<file path="src/rtl/odt_seq_pkg.sv">
package odt_seq_pkg;

  typedef enum logic [2:0] {
    SQ_IDLE,
    SQ_FORCE_LOW,
    SQ_AOFD_WAIT,
    SQ_MRS_ISSUE,
    SQ_MOD_WAIT,
    SQ_RESTORE
  } seq_state_t;

  // request code -> two-bit mode-register termination field
  function automatic logic [1:0] rtt_field(input logic [1:0] sel);
    case (sel)
      2'd1:    rtt_field = 2'b11;  // 50 ohm
      2'd2:    rtt_field = 2'b01;  // 75 ohm
      2'd3:    rtt_field = 2'b10;  // 150 ohm
      default: rtt_field = 2'b00;  // disabled
    endcase
  endfunction

  function automatic int unsigned cyc_max(input int unsigned a, input int unsigned b);
    cyc_max = (a > b) ? a : b;
  endfunction

endpackage

</file>
<file path="src/rtl/odt_req_latch.sv">
module odt_req_latch (
  input  logic       clk,
  input  logic       rst_n,
  input  logic       req_valid,
  input  logic [1:0] req_code,
  input  logic       take,
  output logic       pend_vld,
  output logic [1:0] pend_code
);
  always_ff @(posedge clk) begin
    if (!rst_n) begin
      pend_vld  <= 1'b0;
      pend_code <= 2'd0;
    end else if (req_valid) begin
      pend_vld  <= 1'b1;        // newest request wins
      pend_code <= req_code;
    end else if (take) begin
      pend_vld  <= 1'b0;
    end
  end
endmodule

</file>
<file path="src/rtl/odt_delay_timer.sv">
module odt_delay_timer #(
  parameter int CNT_W = 8
) (
  input  logic             clk,
  input  logic             rst_n,
  input  logic             load,
  input  logic [CNT_W-1:0] load_val,
  output logic             expired
);
  logic [CNT_W-1:0] cnt;

  always_ff @(posedge clk) begin
    if (!rst_n)              cnt <= '0;
    else if (load)           cnt <= load_val;
    else if (cnt != '0)      cnt <= cnt - 1'b1;
  end

  // high in the last cycle of a window that lasts load_val cycles
  assign expired = (cnt == CNT_W'(1));
endmodule

</file>
<file path="src/rtl/odt_rtt_sequencer.sv">
module odt_rtt_sequencer
  import odt_seq_pkg::*;
#(
  parameter int CNT_W     = 8,
  parameter int T_AOFD    = 3,
  parameter int T_MOD_MIN = 6,
  parameter int T_MOD_MAX = 12
) (
  input  logic       clk,
  input  logic       rst_n,
  input  logic       odt_req,
  input  logic       rtt_req_valid,
  input  logic [1:0] rtt_req_code,
  input  logic       self_refresh,
  input  logic       cmd_grant,
  output logic       odt_pin,
  output logic       emrs_strobe,
  output logic [1:0] emrs_rtt_field,
  output logic       busy
);
  localparam int T_MOD_WAIT = int'(cyc_max(T_MOD_MIN, T_MOD_MAX));

  seq_state_t       state, state_nx;
  logic [1:0]       cur_code, tgt_code;
  logic             pend_vld;
  logic [1:0]       pend_code;
  logic             take;
  logic             start_seq;   // named event: a real change begins
  logic             cmd_fire;    // named event: mode write goes out
  logic             tmr_load;
  logic [CNT_W-1:0] tmr_val;
  logic             tmr_expired;

  odt_req_latch u_pend (
    .clk(clk), .rst_n(rst_n),
    .req_valid(rtt_req_valid), .req_code(rtt_req_code),
    .take(take), .pend_vld(pend_vld), .pend_code(pend_code)
  );

  odt_delay_timer #(.CNT_W(CNT_W)) u_tmr (
    .clk(clk), .rst_n(rst_n),
    .load(tmr_load), .load_val(tmr_val), .expired(tmr_expired)
  );

  always_comb begin
    state_nx  = state;
    take      = 1'b0;
    start_seq = 1'b0;
    cmd_fire  = 1'b0;
    tmr_load  = 1'b0;
    tmr_val   = CNT_W'(T_AOFD);
    case (state)
      SQ_IDLE: begin
        take = pend_vld;
        if (pend_vld && pend_code != cur_code) begin
          start_seq = 1'b1;
          state_nx  = SQ_FORCE_LOW;
        end
      end
      SQ_FORCE_LOW: begin
        tmr_load = 1'b1;
        state_nx = SQ_AOFD_WAIT;
      end
      SQ_AOFD_WAIT: if (tmr_expired) state_nx = SQ_MRS_ISSUE;
      SQ_MRS_ISSUE: begin
        if (cmd_grant) begin
          cmd_fire = 1'b1;
          tmr_load = 1'b1;
          tmr_val  = CNT_W'(T_MOD_WAIT);
          state_nx = SQ_MOD_WAIT;
        end
      end
      SQ_MOD_WAIT: if (tmr_expired) state_nx = SQ_RESTORE;
      SQ_RESTORE:  state_nx = SQ_IDLE;
      default:     state_nx = SQ_IDLE;
    endcase
  end

  always_ff @(posedge clk) begin
    if (!rst_n) begin
      state    <= SQ_IDLE;
      cur_code <= 2'd0;
      tgt_code <= 2'd0;
    end else begin
      state <= state_nx;
      if (start_seq) tgt_code <= pend_code;
      if (cmd_fire)  cur_code <= tgt_code;
    end
  end

  assign busy           = (state != SQ_IDLE);
  assign odt_pin        = odt_req && !self_refresh && !busy;
  assign emrs_strobe    = cmd_fire;
  assign emrs_rtt_field = cmd_fire ? rtt_field(tgt_code) : 2'b00;
endmodule

</file>
<file path="config.mk">
export PLATFORM = sky130hd
export DESIGN_NAME = odt_rtt_sequencer
export DESIGN_NICKNAME = d
export VERILOG_FILES = /design/src/rtl/odt_seq_pkg.sv /design/src/rtl/odt_req_latch.sv /design/src/rtl/odt_delay_timer.sv /design/src/rtl/odt_rtt_sequencer.sv
export SDC_FILE = /design/constraint.sdc
export NUM_CORES = 1
export LEC_CHECK = 0
export ABC_AREA = 1
export BUFFER_PORTS_ARGS = -buffer_cell sky130_fd_sc_hd__clkbuf_2
export CORE_AREA = 3 3 46 48
export DETAILED_ROUTE_END_ITERATION = 10
export DIE_AREA = 0 0 49 51
export GPL_ROUTABILITY_DRIVEN = 0
export PLACE_DENSITY = 0.85
export SLEW_MARGIN = 10
export SYNTH_ARGS = -nofsm -noshare
export SYNTH_HDL_FRONTEND = slang
export SYNTH_SLANG_ARGS = --single-unit
export TNS_END_PERCENT = 5
</file>
<file path="constraint.sdc">
create_clock -name clk -period 1.85 [get_ports clk]
set_input_delay 0.37 -clock clk [delete_from_list [all_inputs] [get_ports clk]]
set_output_delay 0.37 -clock clk [all_outputs]
set_load 0.01 [all_outputs]
</file>
# After elaboration in Yosys (flattened, before gate mapping)
# Cells that the tools add are included.
op_classes:
  addsub: 1
  n_eq_ne: 13
  n_mux: 19
  n_reduce_logical: 11
ops:
  columns: ["op", "count"]
  rows:
  - ["$mux W8", 2]
  - ["$pmux W3 S5", 1]
  - ["$mux W3", 4]
  - ["$eq A8 B1 Y1 const B", 1]
  - ["$mux W4", 2]
  - ["$ne A2 B2 Y1 const B", 4]
  - ["$reduce_bool A8 Y1", 1]
  - ["$sub A8 B1 Y8 const B", 1]
  - ["$mux W1", 7]
  - ["$eq A3 B2 Y1 const B", 2]
  - ["$pmux W2 S3", 1]
  - ["$eq A2 B2 Y1 const B", 2]
  - ["$reduce_and A4 Y1", 1]
  - ["$reduce_bool A2 Y1", 2]
  - ["$eq A3 B1 Y1 const B", 1]
  - ["$eq A3 B3 Y1 const B", 1]
  - ["$logic_and A1 B1 Y1", 3]
  - ["$logic_not A3 Y1", 1]
  - ["$reduce_bool A3 Y1", 1]
  - ["$eq A2 B1 Y1 const B", 1]
  - ["$logic_not A1 Y1", 2]
  - ["$mux W2", 1]
  - ["$ne A2 B2 Y1", 1]
  - ["$pmux W1 S2", 1]
word_totals:
  regBits: 18
  in_bits: 8
  output_inout_bits: 5
  word_cells: 50

# Depth between registers and ports, before layout
# Gate-level depths: netlist (run 1).
depth:
  word_depth: 4
  mapped_depth: 9
  ltp_nobuf: 9

# Hierarchy
# Synthesis (run 1) repeated with hierarchy kept, for this count alone.
hier_totals:
  cells_unflattened: 181
  area_unflattened_um2: 1176.1
by_module_without_submodules:
  columns: ["module", "n_inst", "cells_per_inst", "area_each_um2", "seq_area_each_um2"]
  rows:
  - ["odt_delay_timer", 1, 88, 550.5, 160.2]
  - ["odt_rtt_sequencer", 1, 79, 516.7, 140.1]
  - ["odt_req_latch", 1, 14, 108.9, 60.1]

# Worst setup path after synthesis (run 1)
# Ideal clock, no wire load.
synth_path:
  path_type: "register to output"
  start: "register state[0]"
  end: "output emrs_rtt_field[1]"
  arrival_time_ns: 1.001
  t_required_ns: 1.480
  path_slack_ns: 0.479
  stages_incl_launch_ff: 5
  path_buffers: 0
  path_cell_list: "dfxtp_1 -> inv_1 -> nor2_2 -> nand3_2 -> nor3_1"
synth_between:
  elab_chain_cells: 3
synth_rtl:
  columns: ["element", "line_no", "rtl"]
  rows:
  - ["from (decl)", "odt_rtt_sequencer.sv:23", "seq_state_t state, state_nx;"]
  - ["from (signal assigned)", "odt_rtt_sequencer.sv:85", "state <= state_nx;"]
  - ["$eq A3 B2 Y1", "odt_rtt_sequencer.sv:52", "case (state)"]
  - ["$mux W1", "odt_rtt_sequencer.sv:52", null]
  - ["$mux W2", "odt_rtt_sequencer.sv:94", "assign emrs_rtt_field = cmd_fire ? rtt_field(tgt_code) : 2'b00;"]
  - ["to (decl)", "odt_rtt_sequencer.sv:18", "output logic [1:0] emrs_rtt_field,"]
# Every way passes these cells.

# Worst setup path after layout (run 1)
# Ends and elaborated chain as after synthesis.

==> flow_summary_export.csv, run 1 <==
group,metric,value,unit
layout,area_growth,12.2,%
synth,synthMuxAreaShare,0,%
sta,slew_headroom,75.4,%
sta,setup_tns,0,ns
synth,synth_top_cells_by_area,"dfxtp_1 (35%), inv_1 (9.0%), nand2_1 (9.0%), a21oi_1 (8.7%), ha_1 (7.2%)",
global_route,antenna_found_initial,0,
detailed_routing,route.detailed.drc,0,
synth,synth_seq_area_share,34.7,%
clock_network,cts_made_buffers,3,
die,ios,13,
power,irDropWorstVdd,1.23,mV
power,power.density,1710,mW/mm^2
synth,synth-compound-area-share,17.3,%
global_route,grt_pass1_vias,866,
global_route,track_usage,17.1,%
layout,multi_input_comb_area,582,sq um
placed_design,io_buffers,12,
run_status,status,"completed",
synth,netlist_area,0.00104,sq mm
detailed_routing,via_per_inst,5.16,
layout,fill_cells,165,
sta,fin_skew,0.00669,ns
synth,synthAdderAreaFrac,7.22,%
detailed_routing,first_pass_iters,4,
clock_network,clkSinkCount,18,
die,die_y,51,um
sta,drv_slew,0,
power,total_power,0.00200,W
detailed_routing,wl_per_cell,10.5,um
synth,synth_xor_area_share,1.68,%
sta,setup_viol,0,
worst_setup_path,worstPathRequired,1.48,ns
layout,nNetsFinal,181,
synth,synth_edf_count,0,
worst_setup_path,cp_max_fo,9,
die,initial_core_util,59.6,%
synth,avgSynthCellArea,6.84,sq um
die,std_cell_rows,15,
detailed_routing,antenna_left,0,
clock_network,clock_latency,0.30,ns
synth,synth_ff_type,"dfxtp_1",
clock_network,cts_tree,"done",
die,coreArea,0.00175,sq mm
clock_network,clock-root-buffer,"clkbuf_4",
sta,tightest_slew,0.366,ns
synth,synth_seq_cells,18,
clock_network,post_cts_buffers,0,
worst_setup_path,r2r_cells,7,
synth,synth_top_cell_by_area,"dfxtp_1",
sta,period_needed,1.72,ns
placed_design,dpl.hpwl,1530,um
worst_setup_path,cp.arrival,1.35,ns
sta,maxClockFrequency,583,MHz
synth,yosys.area_share.simple,28.3,%
hold_path,hold_depth,3,
detailed_routing,routed-via-count,985,
placed_design,pre_cts_ws,0.333,ns
power,p_leak,0.555,nW
global_route,grt_pass1_wl,3360,um
synth,syn-instance-count,152,
layout,final_util,66.8,%
clock_network,cts_max_path_buffers,2,
detailed_routing,postRouteWirelength,2000,um
clock_network,htreeDepth,1,
layout,antenna_cells,0,
synth,synthTopCellsByCount,"inv_1 (25), nand2_1 (25), nor2_1 (20), a21oi_1 (18), dfxtp_1 (18)",
sta,setup_ws,0.133,ns
global_route,grt-ovfl-total,0,
synth,yosysWarnings,0,
global_route,grt_start_max_net_pins,15,
run,maxCapViolCount,0,
die,dieWidth,49,um
synth,syn_nets,166,
sta,finalHoldViolCount,0,
layout,regArea,363,sq um
synth,ys_types,21,
synth,synth-async-reset-ratio,0,%
layout,drive_gt1_share,17.5,%
clock_network,clkTransAtPathRegs,0.11,ns
detailed_routing,first_iter_violations,11,
worst_setup_path,startpoint_type,"flip-flop",
worst_setup_path,critPathCaptureType,"primary output",
sta,finalCritPeriodShare,92.8,%
hold_path,worst_hold_path_type,"in -> reg",
synth,yosysTopAreaCellShare,34.7,%
die,die_area,0.00250,sq mm
synth,synth_top_family_by_area,"simple AND/OR/NAND/NOR gates",
clock_network,cts_hold_buf,0,
sta,rsz0062_at_grt,"no",
worst_setup_path,path_class,"reg -> out",
layout by cell type (no fill, tap or decap):
cell,Yosys,layout
nor3_1,1,1
nor2_2,3,3
nor2_1,20,19
o31ai_1,1,1
o21ai_2,1,1
nand3_4,0,1
xor2_1,2,2
inv_1,25,25
nor2_4,0,1
nand2_2,3,3
nand3_1,8,8
o21ai_0,12,12
a21boi_0,1,1
ha_1,6,6
a21oi_1,18,18
nand4_1,1,1
nand2_1,25,25
dfxtp_1,18,16
clkbuf_2,0,12
dfxtp_2,0,2
nand3_2,3,2
clkbuf_8,0,1
nor4_1,1,1
a31oi_1,1,1
clkbuf_4,0,3
logic make-up after synthesis:
logic type                 Yosys count
and+or+nand+nor                     65
xor gates and xnor gates             2
AOI/OAI and AO/OA                   34
adders and majority gates            6
buffers and inverters               27
DFF                                 18
sequential cells by signal, indices dropped and copies added, names as in the netlist:
register          flops
u_pend.pend_vld       1
cur_code              2
u_pend.pend_code      2
state                 3
u_tmr.cnt             8
tgt_code              2
repair_timing:
action / in CTS / in global routing
resized for setup: 1 / 4
gates cloned: 0 / 0
setup endpoints to repair: 1 / 3
hold endpoints to repair: 0 / 0
area by class of cell:
| class | count | area share (%) |
|---|---|---|
| flip-flops and latches | 18 | 31.1 |
| clock buffers | 4 | 3.11 |
| inverters | 25 | 8.05 |
| well taps | 25 | 2.68 |
| repair buffers | 12 | 5.15 |
| multi-input cells | 107 | 49.9 |
per-stage QoR:
stage | hold WS [ns] | instances | cell area (sq um)
floorplan | 0.444 | 152 | 1040
global placement | 0.460 | 187 | 1110
detailed placement | 0.466 | 187 | 1110
CTS | 0.331 | 191 | 1160
global route | 0.371 | 191 | 1170
finish | 0.337 | 191 | 1170
layer usage:
layer / GRT usage (%) / share of wire (%) / vias to the layer above
li1: - / - / 517
met1: 18.5 / 45 / 444
met2: 31.0 / 48 / 19
met3: 3.50 / 4.4 / 5
met4: 9.95 / 2.5 / 0
met5: 0 / 0 / -
worst max-delay path: stages (launching register included):
cell	delay, ns
dfxtp_2	0.38
inv_1	0.10
nor2_4	0.14
nand3_4	0.12
nor3_1	0.15
clkbuf_2	0.16
power by group:
part / switching [W] / leakage, nW / internal [W] / total, W
logic: 0.000700 / 0.385 / 0.000400 / 0.00110
registers: 0.000129 / 0.149 / 0.000520 / 0.000648
clock network: 0.000130 / 0.0210 / 0.000120 / 0.000250
total: 0.000958 / 0.555 / 0.00104 / 0.00200
worst paths after layout:
check / endpoint / slack, ns / start
hold / removal: u_pend.pend_code[0] / 0.34 / rtt_req_code[0]
setup reg to reg: u_tmr.cnt[6] / 0.41 / u_tmr.cnt[0]
hold reg to reg: u_pend.pend_code[1] / 0.49 / u_pend.pend_code[1]
setup / recovery: emrs_rtt_field[1] / 0.13 / state[0]
(Power assumes the default switching activity.)
==> run 2: changes to the inputs <==
--- a/config.mk
+++ b/config.mk
@@ -12,6 +12,7 @@
 export DIE_AREA = 0 0 49 51
 export GPL_ROUTABILITY_DRIVEN = 0
 export PLACE_DENSITY = 0.85
+export REMOVE_ABC_BUFFERS = 1
 export SLEW_MARGIN = 10
 export SYNTH_ARGS = -nofsm -noshare
 export SYNTH_HDL_FRONTEND = slang
==> constraint.sdc (replaced) <==
create_clock -name clk -period 1.85 [get_ports clk]
set_input_delay 0.37 -clock clk [delete_from_list [all_inputs] [get_ports clk]]
set_output_delay 0.37 -clock clk [all_outputs]
set_load 0.1 [all_outputs]
==> run 2 against run 1 <==
Die area unchanged; wire length is 13% higher; cell count up 1.6%; combinational power grew 26%; setup slack lost 0.078 ns; sequential cell count did not move; clock-buffer cell count unchanged; highest routed layer unchanged.
==> flow_summary_export.csv, run 2 (synthesis gave the netlist of run 1 again) <==
group,metric,value,unit
run_status,status,"completed",
die,ios,13,
worst_setup_path,worstPathRequired,1.48,ns
detailed_routing,routed-via-count,1019,
power,p_comb_share,60.4,%
die,std_cell_rows,15,
detailed_routing,antenna_left,0,
clock_network,clkSinkCount,18,
power,p_int,0.00112,W
global_route,track_usage,20.4,%
hold_path,worst_hold_path_type,"in -> reg",
layout,antenna_cells,0,
detailed_routing,via_per_inst,5.25,
placed_design,pre_cts_ws,0.121,ns
sta,setup_viol,0,
die,die_area,0.00250,sq mm
clock_network,cts_made_buffers,3,
layout,nNetsFinal,184,
global_route,grt-ovfl-total,0,
clock_network,cts_tree,"done",
worst_setup_path,ff2ff_setup_slack,0.37,ns
power,p_leak,0.598,nW
die,dieWidth,49,um
worst_setup_path,critPathMaxStageDelay,0.39,ns
layout,drive_gt1_share,24.3,%
sta,drv_slew,0,
layout,stdcell_count,194,
clock_network,clkTransAtPathRegs,0.10,ns
layout,layout_commonest_cell,"nand2_1",
detailed_routing,wl_per_cell,11.7,um
sta,slew_headroom,78.0,%
layout,area_growth,23.7,%
layout,regMostFlops,"u_tmr.cnt",
global_route,grt_pass1_wl,4040,um
worst_setup_path,path_class,"reg -> out",
placed_design,io_buffers,12,
worst_setup_path,critPathCaptureType,"primary output",
run,maxCapViolCount,0,
sta,maxClockFrequency,557,MHz
layout,largest_reg_flops,8,
power,power.density,1790,mW/mm^2
placed_design,numPlacedInstances,187,
worst_setup_path,regToRegStartpoint,"u_tmr.cnt[0]",
die,coreArea,0.00175,sq mm
power,power.share.sequential,29.0,%
clock_network,cts_hold_buf,0,
worst_setup_path,startpoint_type,"flip-flop",
global_route,antenna_found_initial,0,
worst_setup_path,timing.rr.end,"u_tmr.cnt[1]",
hold_path,hold_depth,3,
worst_setup_path,r2r_cells,7,
worst_setup_path,crit_chain,"inv_4 -> nor2_4 -> nand3_4 -> nor3_4 -> buf_12",
power,clockPowerShare,10.6,%
clock_network,htreeDepth,1,
sta,finalCritPeriodShare,97.0,%
sta,tightest_slew,0.327,ns
detailed_routing,first_iter_violations,15,
sta,period_needed,1.80,ns
sta,rsz0062_at_grt,"yes",
global_route,grt_pass1_vias,955,
sta,fin_skew,0.00984,ns
sta,setup_ws,0.0548,ns
worst_setup_path,crit_start,"state[0]",
die,die_y,51,um
worst_setup_path,slowest_stage,"dfxtp_4",
power,netSwitchingFraction,51.5,%
layout,mostFrequentLayoutCells,"nand2_1 (24), inv_1 (23), a21oi_1 (18)",
detailed_routing,route.detailed.drc,0,
layout,largestRegisters,"u_tmr.cnt: 8 flops, state: 3 flops",
worst_setup_path,cp-endpoint,"emrs_rtt_field[1]",
worst_setup_path,cp.arrival,1.43,ns
global_route,grt_start_max_net_pins,15,
power,irDropWorstVdd,1.63,mV
sta,finalHoldViolCount,0,
worst_setup_path,cp_max_fo,5,
detailed_routing,postRouteWirelength,2270,um
power,p_switching,0.00119,W
clock_network,clock_latency,0.30,ns
placed_design,dpl.hpwl,1600,um
detailed_routing,first_pass_iters,4,
clock_network,cts_max_path_buffers,2,
die,initial_core_util,59.6,%
clock_network,clock-root-buffer,"clkbuf_4",
## run 2: power groups by stage
stage	combinational [W]	clock (W)	sequential [W]
6_report	0.00139	0.000244	0.000668
5_1_grt	0.00160	0.000261	0.000691
2_1_floorplan	0.00105	0	0.000614
4_1_cts	0.00133	0.000249	0.000644
3_5_place_dp	0.00129	0	0.000641
3_3_place_gp	0.00125	0	0.000632
## run 2: final cells by class
cell class | count | area, sq um
inverter | 25 | 96.3
timing repair buffer | 15 | 145
tap | 25 | 31.3
fill | 158 | 459
sequential | 18 | 372
clock buffer | 4 | 36.3
multi-input combinational | 107 | 606
## run 2: worst min-delay path by stage
stage / startpoint / slack, ns / to
final: rtt_req_code[1] / 0.35 / u_pend.pend_code[1]
after global routing: rtt_req_code[0] / 0.39 / u_pend.pend_code[0]
after CTS: rtt_req_code[1] / 0.35 / u_pend.pend_code[1]
after detailed placement: cur_code[1] / 0.47 / cur_code[1]
after global placement: u_tmr.cnt[7] / 0.46 / u_tmr.cnt[7]
after floorplan: cur_code[0] / 0.44 / cur_code[0]
## run 2: worst max-delay path, delay by kind of cell (launching register included)
family,cells,cell delay [ns]
AND/OR/NAND/NOR,3,0.50
flip-flops,1,0.39
buffers and inverters,2,0.25
## run 2: per-layer routing
| metal | vias to the layer above | share of wire [%] | track usage (%) |
|---|---|---|---|
| met1 | 460 | 39 | 22.6 |
| li1 | 521 | - | - |
| met4 | 0 | 1.0 | 1.90 |
| met5 | - | 0 | 0 |
| met2 | 34 | 55 | 39.8 |
| met3 | 4 | 5.2 | 5.54 |
## run 2: repair_timing
item                                    4_1_cts  5_1_grt
endpoints found under the setup margin        3        3
pin swaps                                     0        3
gates resized for setup                       9       10
buffers inserted                              0        3
## run 2: metrics by stage
| step | util [%] | total power (W) | area, sq um | setup TNS (ns) | hold slack (ns) |
|---|---|---|---|---|---|
| floorplan | - | 0.00167 | 1020 | -3.03 | 0.444 |
| global placement | 67.3 | 0.00188 | 1170 | 0 | 0.461 |
| detailed placement | 67.3 | 0.00193 | 1170 | 0 | 0.473 |
| CTS | 71.2 | 0.00222 | 1240 | 0 | 0.355 |
| global route | 73.7 | 0.00255 | 1290 | -0.0193 | 0.392 |
| finish | 73.7 | 0.00231 | 1290 | 0 | 0.354 |
==> run 3: changes to the inputs <==
--- a/config.mk
+++ b/config.mk
@@ -5,13 +5,12 @@
 export SDC_FILE = /design/constraint.sdc
 export NUM_CORES = 1
 export LEC_CHECK = 0
-export ABC_AREA = 1
 export BUFFER_PORTS_ARGS = -buffer_cell sky130_fd_sc_hd__clkbuf_2
 export CORE_AREA = 3 3 46 48
 export DETAILED_ROUTE_END_ITERATION = 10
 export DIE_AREA = 0 0 49 51
 export GPL_ROUTABILITY_DRIVEN = 0
-export PLACE_DENSITY = 0.85
+export PLACE_DENSITY = 0.83
 export REMOVE_ABC_BUFFERS = 1
 export SLEW_MARGIN = 10
 export SYNTH_ARGS = -nofsm -noshare
==> run 3 against run 2 <==
The run now ends with negative setup slack left; power fell by 36%; via count is 7.8% lower; die area stayed put; clock skew fell by 0.0039 ns.
==> flow_summary_export.csv, run 3 <==
group,metric,value,unit
run_status,status,"complete, but fails checks",
run_status,failed_checks,"negative setup slack",
global_route,track_usage,19.3,%
synth,yosysWarnings,0,
power,p_int,0.000903,W
global_route,grt-ovfl-total,0,
power,netSwitchingFraction,38.7,%
clock_network,clkTransAtPathRegs,0.10,ns
clock_network,clock-root-buffer,"clkbuf_4",
global_route,grt_start_max_net_pins,11,
synth,synth_top_cell_by_area,"dfxtp_1",
layout,drive_gt1_share,25.9,%
sta,period_needed,1.90,ns
synth,avgSynthCellArea,8.70,sq um
detailed_routing,routed-via-count,940,
clock_network,cts_hold_buf,0,
power,total_power,0.00147,W
worst_setup_path,ff2ff_setup_slack,0.13,ns
worst_setup_path,cp_max_fo,6,
global_route,grt_pass1_vias,899,
worst_setup_path,path_class,"reg -> out",
sta,slew_headroom,66.4,%
die,ios,13,
detailed_routing,postRouteWirelength,2310,um
clock_network,clock_latency,0.29,ns
global_route,antenna_found_initial,0,
layout,antenna_cells,0,
sta,setup_viol,1,
clock_network,cts_made_buffers,3,
synth,ys_types,35,
layout,fin_area,0.00127,sq mm
layout,area_growth,27.2,%
placed_design,io_buffers,12,
synth,synth-async-reset-ratio,0,%
power,power.share.sequential,40.1,%
clock_network,cts_tree,"done",
die,die_area,0.00250,sq mm
die,die_y,51,um
clock_network,htreeDepth,1,
hold_path,hold_depth,3,
synth,synth_most_common_cell,"dfxtp_1",
layout,largest_reg_flops,8,
worst_setup_path,r2r_cells,5,
detailed_routing,wl_per_cell,14.4,um
sta,setup_tns,-0.0496,ns
sta,finalHoldViolCount,0,
placed_design,dpl.hpwl,1590,um
sta,tightest_slew,0.498,ns
detailed_routing,antenna_left,0,
power,p_leak,0.583,nW
run,maxCapViolCount,0,
power,p_switching,0.000569,W
layout,nNetsFinal,150,
worst_setup_path,worstPathRequired,1.48,ns
power,irDropWorstVdd,0.632,mV
layout,fill_cells,134,
layout,largestRegisters,"u_tmr.cnt: 8 flops, state: 3 flops",
layout,final_util,73.0,%
worst_setup_path,cp.arrival,1.53,ns
hold_path,worst_hold_path_type,"in -> reg",
power,power.density,1160,mW/mm^2
global_route,grt_pass1_wl,3760,um
synth,synth_edf_count,0,
synth,synth_seq_area_share,36.0,%
detailed_routing,route.detailed.drc,0,
placed_design,dpl_cell_area,0.00117,sq mm
detailed_routing,via_per_inst,5.88,
synth,yosysTopAreaCellShare,36.0,%
sta,drv_slew,0,
sta,setup_ws,-0.0496,ns
synth,synth_top_cells_by_area,"dfxtp_1 (36%), ha_1 (7.5%), mux2i_1 (6.0%), nor2_1 (4.1%), a21oi_1 (3.0%)",
placed_design,pre_cts_ws,0.141,ns
die,dieWidth,49,um
worst_setup_path,critPathCaptureType,"primary output",
synth,syn-instance-count,115,
detailed_routing,first_iter_violations,24,
synth,netlist_area,0.00100,sq mm
synth,synth_seq_cells,18,
layout,regMostFlops,"u_tmr.cnt",
synth,synthTopCellsByCount,"dfxtp_1 (18), nor2_1 (11), inv_1 (7)",
sta,fin_skew,0.00599,ns
die,coreArea,0.00175,sq mm
clock_network,cts_max_path_buffers,2,
die,std_cell_rows,15,
layout,mostFrequentLayoutCells,"dfxtp_1 (15), nor2_1 (11), buf_4 (8)",
power,clockPowerShare,16.1,%
sta,finalCritPeriodShare,103,%
die,initial_core_util,57.3,%
sta,rsz0062_at_grt,"yes",
clock_network,clkSinkCount,18,
worst_setup_path,startpoint_type,"flip-flop",
synth,synth_ff_type,"dfxtp_1",
power,p_comb_share,43.8,%
sta,maxClockFrequency,526,MHz
detailed_routing,first_pass_iters,4,
layout,layout_commonest_cell,"dfxtp_1",
[run 3: changes by cell type in the layout (fill, tap and decap cells not counted), sizes merged, moves of 5 or more]
cell,delta
a21oi,-12
inv,-18
mux2i,+6
nand2,-22
nand3,-8
nor2,-12
o21ai,-7
or4,+5
[run 3: final timing paths]
path / start / end
setup / recovery: state[2] / emrs_rtt_field[1]
hold / removal: rtt_req_code[1] / u_pend.pend_code[1]
setup reg to reg: u_tmr.cnt[1] / state[0]
hold reg to reg: u_pend.pend_code[1] / tgt_code[1]
[run 3: power groups by stage]
stage | logic (W) | registers (W) | clock network (W)
floorplan | 0.000473 | 0.000567 | 0
detailed placement | 0.000627 | 0.000599 | 0
global route | 0.000718 | 0.000602 | 0.000262
CTS | 0.000635 | 0.000589 | 0.000247
global placement | 0.000603 | 0.000589 | 0
finish | 0.000644 | 0.000591 | 0.000238
[run 3: critical path: stages, from the launching register on]
cell	delay, ns
dfxtp_4	0.38
nand4b_1	0.33
nor3_4	0.33
buf_12	0.21
[run 3: cell type report]
type                       instances  area, sq um  share of cell area (%)
multi-input combinational         85          619                    48.6
tap                               25         31.3                    2.46
timing repair buffer              20          188                    14.7
sequential                        18          369                    29.0
clock buffer                       4         36.3                    2.85
inverter                           8         30.0                    2.36
[run 3: stage by stage]
stage                     hold WS [ns]  std cells
after floorplan                  0.462        111
after global placement           0.490        152
after detailed placement         0.496        152
after CTS                        0.317        157
after global routing             0.314        160
final                            0.321        160
[run 3: logic make-up (layout without fill, tap and decap cells)]
family | count (synthesis) | after routing | synth area share (%)
AO/OA/AOI/OAI | 23 | 23 | 15.4
AND/OR/NAND/NOR | 46 | 46 | 27.1
XOR/XNOR | 4 | 4 | 3.50
flip-flops | 18 | 18 | 36.0
adder cells (fa/ha/maj) | 6 | 6 | 7.50
multiplexers | 6 | 6 | 6.00
buffers and inverters | 12 | 32 | 4.50
[run 3: layer usage]
layer / global-route usage [%] / vias to the layer above / part of all wire [%]
li1: - / 459 / -
met1: 19.8 / 440 / 40
met2: 35.1 / 32 / 51
met3: 4.96 / 9 / 5.8
met4: 11.8 / 0 / 3.4
met5: 0 / - / 0
[run 3: repair_timing]
action / in CTS / in global routing
setup buffers: 1 / 3
gates resized for setup: 6 / 6
setup endpoints to repair: 3 / 3
pin swaps: 0 / 4
